$ cat src/rtl/smi_arb_pkg.sv
package smi_arb_pkg;
  localparam int unsigned REG_W = 32;
  // writable mask bits plus master enable; armed flag handled separately
  localparam logic [REG_W-1:0] CTL_WR_MASK = 32'hFA06_687D;
  localparam logic [REG_W-1:0] CTL_RD_MASK = 32'hFA06_687F;
  localparam logic [REG_W-1:0] STS_MASK    = 32'hFA06_687C;
  // statuses set directly by external pulses (timer and sleep trap are internal)
  localparam logic [REG_W-1:0] EVT_MASK    = 32'hFA06_682C;
  localparam int unsigned GBL_BIT = 0;
  localparam int unsigned ARM_BIT = 1;
  localparam int unsigned SLP_BIT = 4;
  localparam int unsigned TMR_BIT = 6;
  localparam int unsigned SCI_BIT = 7;
endpackage

$ cat src/rtl/smi_regs.sv
module smi_regs
  import smi_arb_pkg::*;
(
  input  logic             clk_i,
  input  logic             rst_ni,
  input  logic             ctl_we_i,
  input  logic             sts_we_i,
  input  logic [REG_W-1:0] wdata_i,
  input  logic [REG_W-1:0] evt_i,
  input  logic             tmr_hit_i,
  input  logic             slp_hit_i,
  input  logic             fire_i,
  output logic [REG_W-1:0] ctl_o,
  output logic [REG_W-1:0] sts_o,
  output logic             arm_set_o,
  output logic             pending_o
);
  logic [REG_W-1:0] ctl_q, sts_q, sts_set, sts_clr;
  logic             arm_q;

  assign arm_set_o = ctl_we_i & wdata_i[ARM_BIT];

  always_ff @(posedge clk_i or negedge rst_ni) begin
    if (!rst_ni) ctl_q <= '0;
    else if (ctl_we_i) ctl_q <= wdata_i & CTL_WR_MASK;
  end

  always_ff @(posedge clk_i or negedge rst_ni) begin
    if (!rst_ni)        arm_q <= 1'b1;
    else if (fire_i)    arm_q <= 1'b0;
    else if (arm_set_o) arm_q <= 1'b1;
  end

  always_comb begin
    sts_set = evt_i & EVT_MASK;
    sts_set[TMR_BIT] = tmr_hit_i;
    sts_set[SLP_BIT] = slp_hit_i;
    sts_clr = sts_we_i ? wdata_i : '0;
  end

  always_ff @(posedge clk_i or negedge rst_ni) begin
    if (!rst_ni) sts_q <= '0;
    else         sts_q <= ((sts_q & ~sts_clr) | sts_set) & STS_MASK;
  end

  always_comb begin
    ctl_o = ctl_q;
    ctl_o[ARM_BIT] = arm_q;
  end
  assign sts_o     = sts_q;
  assign pending_o = |(sts_q & ctl_q & STS_MASK);

  AST_STS_STICKY: assert property (@(posedge clk_i) disable iff (!rst_ni)
    !sts_we_i |=> ((sts_q & $past(sts_q)) == $past(sts_q)));
endmodule

$ cat src/rtl/smi_swtimer.sv
module smi_swtimer #(
  parameter int unsigned PER0 = 1,
  parameter int unsigned PER1 = 16,
  parameter int unsigned PER2 = 32,
  parameter int unsigned PER3 = 64
) (
  input  logic       clk_i,
  input  logic       rst_ni,
  input  logic       en_i,
  input  logic [1:0] rate_sel_i,
  output logic       hit_o
);
  localparam int unsigned PMAX01 = (PER0 > PER1) ? PER0 : PER1;
  localparam int unsigned PMAX23 = (PER2 > PER3) ? PER2 : PER3;
  localparam int unsigned PMAX   = (PMAX01 > PMAX23) ? PMAX01 : PMAX23;
  localparam int unsigned CNT_W  = (PMAX > 1) ? $clog2(PMAX) : 1;

  logic [CNT_W-1:0] cnt_q, lim;

  always_comb begin
    unique case (rate_sel_i)
      2'd0:    lim = CNT_W'(PER0 - 1);
      2'd1:    lim = CNT_W'(PER1 - 1);
      2'd2:    lim = CNT_W'(PER2 - 1);
      default: lim = CNT_W'(PER3 - 1);
    endcase
  end

  assign hit_o = en_i & (cnt_q >= lim);

  always_ff @(posedge clk_i or negedge rst_ni) begin
    if (!rst_ni)    cnt_q <= '0;
    else if (!en_i) cnt_q <= '0;
    else if (hit_o) cnt_q <= '0;
    else            cnt_q <= cnt_q + 1'b1;
  end

  AST_TMR_IDLE: assert property (@(posedge clk_i) disable iff (!rst_ni)
    !$past(en_i) |-> !hit_o || (lim == '0));
endmodule

$ cat src/rtl/smi_gate.sv
module smi_gate #(
  parameter int unsigned GAP_CLKS = 4
) (
  input  logic clk_i,
  input  logic rst_ni,
  input  logic gbl_i,
  input  logic arm_i,
  input  logic arm_set_i,
  input  logic pending_i,
  output logic fire_o,
  output logic smi_no_o
);
  localparam int unsigned GAP_W  = $clog2(GAP_CLKS + 1);
  localparam logic [GAP_W-1:0] GAP_LD = GAP_W'(GAP_CLKS - 1);

  logic [GAP_W-1:0] gap_q, hi_cnt_q;
  logic             smi_nq, rearm;

  assign rearm  = arm_set_i & ~arm_i;
  assign fire_o = smi_nq & arm_i & gbl_i & pending_i & (gap_q == '0);

  always_ff @(posedge clk_i or negedge rst_ni) begin
    if (!rst_ni) begin
      smi_nq <= 1'b1;
      gap_q  <= '0;
    end else if (rearm) begin
      smi_nq <= 1'b1;
      gap_q  <= GAP_LD;
    end else if (gap_q != '0) begin
      gap_q  <= gap_q - 1'b1;
    end else if (fire_o) begin
      smi_nq <= 1'b0;
    end
  end

  assign smi_no_o = smi_nq;

  // high-time tracker for the gap check only
  always_ff @(posedge clk_i or negedge rst_ni) begin
    if (!rst_ni)                        hi_cnt_q <= GAP_W'(GAP_CLKS);
    else if (!smi_nq)                   hi_cnt_q <= '0;
    else if (hi_cnt_q != GAP_W'(GAP_CLKS)) hi_cnt_q <= hi_cnt_q + 1'b1;
  end

  AST_NO_SMI_WO_GBL: assert property (@(posedge clk_i) disable iff (!rst_ni)
    (!gbl_i && smi_nq) |=> smi_nq);
  AST_ARM_CLR: assert property (@(posedge clk_i) disable iff (!rst_ni)
    $fell(smi_nq) |-> !arm_i);
  AST_HOLD_LOW: assert property (@(posedge clk_i) disable iff (!rst_ni)
    (!smi_nq && !arm_set_i) |=> !smi_nq);
  AST_GAP: assert property (@(posedge clk_i) disable iff (!rst_ni)
    $fell(smi_nq) |-> (hi_cnt_q >= GAP_W'(GAP_CLKS - 1)));
endmodule

$ cat src/rtl/smi_arbiter.sv
module smi_arbiter
  import smi_arb_pkg::*;
#(
  parameter int unsigned GAP_CLKS = 4,
  parameter int unsigned TMR_PER0 = 1,
  parameter int unsigned TMR_PER1 = 16,
  parameter int unsigned TMR_PER2 = 32,
  parameter int unsigned TMR_PER3 = 64
) (
  input  logic        clk_i,
  input  logic        rst_ni,
  input  logic        ctl_we_i,
  input  logic        sts_we_i,
  input  logic        rd_sts_i,
  input  logic [31:0] wdata_i,
  output logic [31:0] rdata_o,
  input  logic [31:0] evt_i,
  input  logic        slp_wr_i,
  input  logic [1:0]  rate_sel_i,
  output logic        smi_no_o,
  output logic        sci_o,
  output logic        slp_req_o
);
  logic [REG_W-1:0] ctl, sts;
  logic tmr_hit, slp_hit, fire, arm_set, pending;
  logic sci_q, slp_q;

  assign slp_hit = slp_wr_i & ctl[SLP_BIT];

  smi_regs u_regs (
    .clk_i, .rst_ni, .ctl_we_i, .sts_we_i, .wdata_i, .evt_i,
    .tmr_hit_i (tmr_hit),
    .slp_hit_i (slp_hit),
    .fire_i    (fire),
    .ctl_o     (ctl),
    .sts_o     (sts),
    .arm_set_o (arm_set),
    .pending_o (pending)
  );

  smi_swtimer #(
    .PER0 (TMR_PER0), .PER1 (TMR_PER1), .PER2 (TMR_PER2), .PER3 (TMR_PER3)
  ) u_tmr (
    .clk_i, .rst_ni,
    .en_i       (ctl[TMR_BIT]),
    .rate_sel_i,
    .hit_o      (tmr_hit)
  );

  smi_gate #(.GAP_CLKS (GAP_CLKS)) u_gate (
    .clk_i, .rst_ni,
    .gbl_i     (ctl[GBL_BIT]),
    .arm_i     (ctl[ARM_BIT]),
    .arm_set_i (arm_set),
    .pending_i (pending),
    .fire_o    (fire),
    .smi_no_o
  );

  always_ff @(posedge clk_i or negedge rst_ni) begin
    if (!rst_ni) begin
      sci_q <= 1'b0;
      slp_q <= 1'b0;
    end else begin
      sci_q <= ctl_we_i & wdata_i[SCI_BIT];
      slp_q <= slp_wr_i & ~ctl[SLP_BIT];
    end
  end

  assign sci_o     = sci_q;
  assign slp_req_o = slp_q;
  assign rdata_o   = rd_sts_i ? sts : (ctl & CTL_RD_MASK);

  AST_SLP_EXCL: assert property (@(posedge clk_i) disable iff (!rst_ni)
    slp_hit |=> !slp_q);
endmodule

$ cat config.mk
export PLATFORM = sky130hd
export DESIGN_NAME = smi_arbiter
export DESIGN_NICKNAME = d
export VERILOG_FILES = /design/src/rtl/smi_arb_pkg.sv /design/src/rtl/smi_regs.sv /design/src/rtl/smi_swtimer.sv /design/src/rtl/smi_gate.sv /design/src/rtl/smi_arbiter.sv
export SDC_FILE = /design/constraint.sdc
export NUM_CORES = 1
export LEC_CHECK = 0
export BUFFER_PORTS_ARGS = -buffer_cell sky130_fd_sc_hd__buf_2
export CORE_MARGIN = 4
export CORE_UTILIZATION = 45
export DETAILED_ROUTE_END_ITERATION = 16
export GPL_TIMING_DRIVEN = 1
export PLACE_DENSITY_LB_ADDON = 0.12
export SYNTH_ARGS = -nofsm -noshare
export SYNTH_HDL_FRONTEND = slang
export SYNTH_SLANG_ARGS = --single-unit
$ cat constraint.sdc
create_clock -name clk_i -period 2.6 [get_ports clk_i]
set_clock_uncertainty 0.15 [all_clocks]
set_input_delay 0.13 -clock clk_i [delete_from_list [all_inputs] [get_ports clk_i]]
set_output_delay 0.13 -clock clk_i [all_outputs]
set_load 0.005 [all_outputs]
==> impl_metrics.ini <==
[logic_synthesis]
syn_inst = 196
ys_ff_latch = 46
synth_area_sq_um = 2280
synthDistinctLibCells = 32
synth-edff-count = 0
ys_async_sr_fraction_pct = 100
yosysSeqAreaShare_pct = 50.5
synth_ff_type = dfrtp_1
synth_warnings = 0
syn_avg_cell_area_sq_um = 11.7

[floorplanning]
die_h_um = 79.2
start_util_pct = 47.4
dieArea_sq_um = 6280
io_pins = 107
row_count = 25
die_width_um = 79.2
design.core.area_sq_um = 4820

[sta]
setup_viol_count_final = 0
post-route-period-util_pct = 69.7
report.final.slew_viol_count = 0
hold_viol = 0
fin_crit_ps = 1810
whs_ps = 129
rsz0062_at_grt = false
setup_ws_ps = 787
tns_ps = 0
fmax_mhz = 552

[grt]
grt_max_degree = 30
grt_overflow = 0
grt_antenna_before_repair = 0
grt_first_pass_wirelength_mm = 9.10
grt_usage_pct = 18.9
grt_pass1_vias = 1908

[worst_setup_path]
reg2reg_depth = 5
cp_max_fo = 3
crit_path_start_kind = flop
worstSetupEndpointType = flop
arrival_ps = 1860
critPathRequiredTime_ps = 2640
crit_type = reg2reg

[route]
route.detailed.drc = 0
routed_wl_mm = 5.30
wl_per_cell_um = 14.1
avgViaCountPerCell = 4.88
vias = 1830
drt-pass1-iter-count = 4
drt_iter0_markers = 50
final_antenna_net_count = 0

[place]
port_buffers = 61
placed_cells = 318
dp_hpwl_mm = 3.34
pre_cts_ws_ps = 793
gp_congestion = 0.775

[clock_network]
hold_buffers = 49
clock-sinks = 46
cts_buffers = 5
cts_setup_buffers = 0
tritoncts = built
clkTransAtPathRegs_ps = 80
ctsRootBufferMaster = clkbuf_8
htreeDepth = 2
cts_max_path_buffers = 2
cts_resized = 0
clock_latency_ps = 300

[layout]
final_cells = 375
nFillCells = 402
most-common-layout-cells = buf_2 (61), dlygate4sd3_1 (49), dfrtp_1 (44), mux2_2 (33), nand2_1 (21)
area_growth_pct = 40.0
final_common_cell = buf_2
fin_nets = 385
antenna_cells = 0
drive_above_1_share_pct = 35.1

[hold_path]
hold_class = in2async

[pwr]
vdd_ir_drop_max_v = 0.000314
total_power_mw = 1.87
powerDensity_nw_per_um2 = 584
p_leak_nw = 1.48

[run_status]
status = complete, no violations

[job]
maxCapViolCount = 0
[registers in the layout, summed over array words and instances, names as in the netlist]
register / count
sci_o: 1
slp_req_o: 1
u_gate.gap_q: 3
u_gate.smi_no_o: 1
u_regs.arm_q: 1
u_regs.ctl_q: 17
u_regs.sts_o: 16
u_tmr.cnt_q: 6
[routing by layer]
layer | vias up | global-route usage [%] | routed length (um)
met5 | - | 0 | 0
met3 | 7 | 4.31 | 239
met4 | 0 | 6.01 | 70
met2 | 50 | 33.3 | 2780
li1 | 888 | - | -
met1 | 885 | 22.7 | 2210
[Yosys cell counts (2+ instances only)]
master | count | area share, %
a21o_1 | 14 | 4.6
a21oi_1 | 3 | 0.66
a221oi_1 | 4 | 1.5
a22o_1 | 6 | 2.3
buf_2 | 3 | 0.66
buf_4 | 14 | 4.6
clkbuf_1 | 3 | 0.49
dfrtp_1 | 44 | 48
dfstp_2 | 2 | 2.3
ha_1 | 6 | 3.3
inv_1 | 4 | 0.66
mux2_2 | 33 | 16
nand2_1 | 21 | 3.5
nand3_1 | 2 | 0.44
nor2_1 | 12 | 2.0
nor2b_1 | 4 | 1.1
o211a_1 | 2 | 0.88
o211ai_1 | 2 | 0.66
xnor2_1 | 3 | 1.2
xor2_1 | 2 | 0.77
[power breakdown]
group | leakage, nW | internal [mW] | switching, mW | total [mW]
Clock | 0.0579 | 0.283 | 0.239 | 0.522
Sequential | 0.528 | 0.821 | 0.0731 | 0.894
Combinational | 0.894 | 0.254 | 0.198 | 0.452
[layout make-up]
type | count | area (sq um) | area share [%]
sequential | 46 | 1150 | 36.1
multi-input combinational | 139 | 1030 | 32.3
timing repair buffer | 111 | 803 | 25.1
tap | 67 | 83.8 | 2.62
clock buffer | 5 | 68.8 | 2.15
clock inverter | 3 | 40.0 | 1.25
inverter | 4 | 15.0 | 0.470
[through the flow]
| step | area, sq um | utilization (%) |
|---|---|---|
| 2_1_floorplan | 2330 | - |
| 3_3_place_gp | 2600 | 53.9 |
| 3_5_place_dp | 2600 | 53.9 |
| 4_1_cts | 3200 | 66.4 |
| 5_1_grt | 3200 | 66.4 |
| 6_report | 3200 | 66.4 |
[critical path: stages (launching register included)]
cell and delay, ps:
dfrtp_1 400, ha_1 350, o211a_1 140, a221oi_2 300, o21ai_1 120, a22o_1 240
[logic make-up (layout without fill, tap and decap cells)]
kind of cell | Yosys count | count (layout) | share of synthesized area (%)
flops | 46 | 46 | 50.5
buf+inv | 24 | 123 | 6.41
compound gates | 36 | 36 | 12.7
fa+ha+maj | 6 | 6 | 3.29
simple gates | 44 | 44 | 8.33
other cells | 1 | 14 | 0.164
xor+xnor | 5 | 5 | 1.92
mux | 34 | 34 | 16.7
[worst paths after layout]
| check | from | to | slack [ps] |
|---|---|---|---|
| min in group clk_i | sts_we_i | u_regs.sts_o[6] | 140 |
| worst max register to register | u_tmr.cnt_q[5] | u_regs.sts_o[6] | 790 |
| worst min-delay path | rst_ni | u_regs.sts_o[30] | 130 |
| max in group asynchronous | rst_ni | u_gate.smi_no_o | 1410 |
| worst max-delay path | u_tmr.cnt_q[5] | u_regs.sts_o[6] | 790 |
| worst min register to register | u_tmr.cnt_q[0] | u_tmr.cnt_q[0] | 340 |
Power figures use the tool's default switching activity.
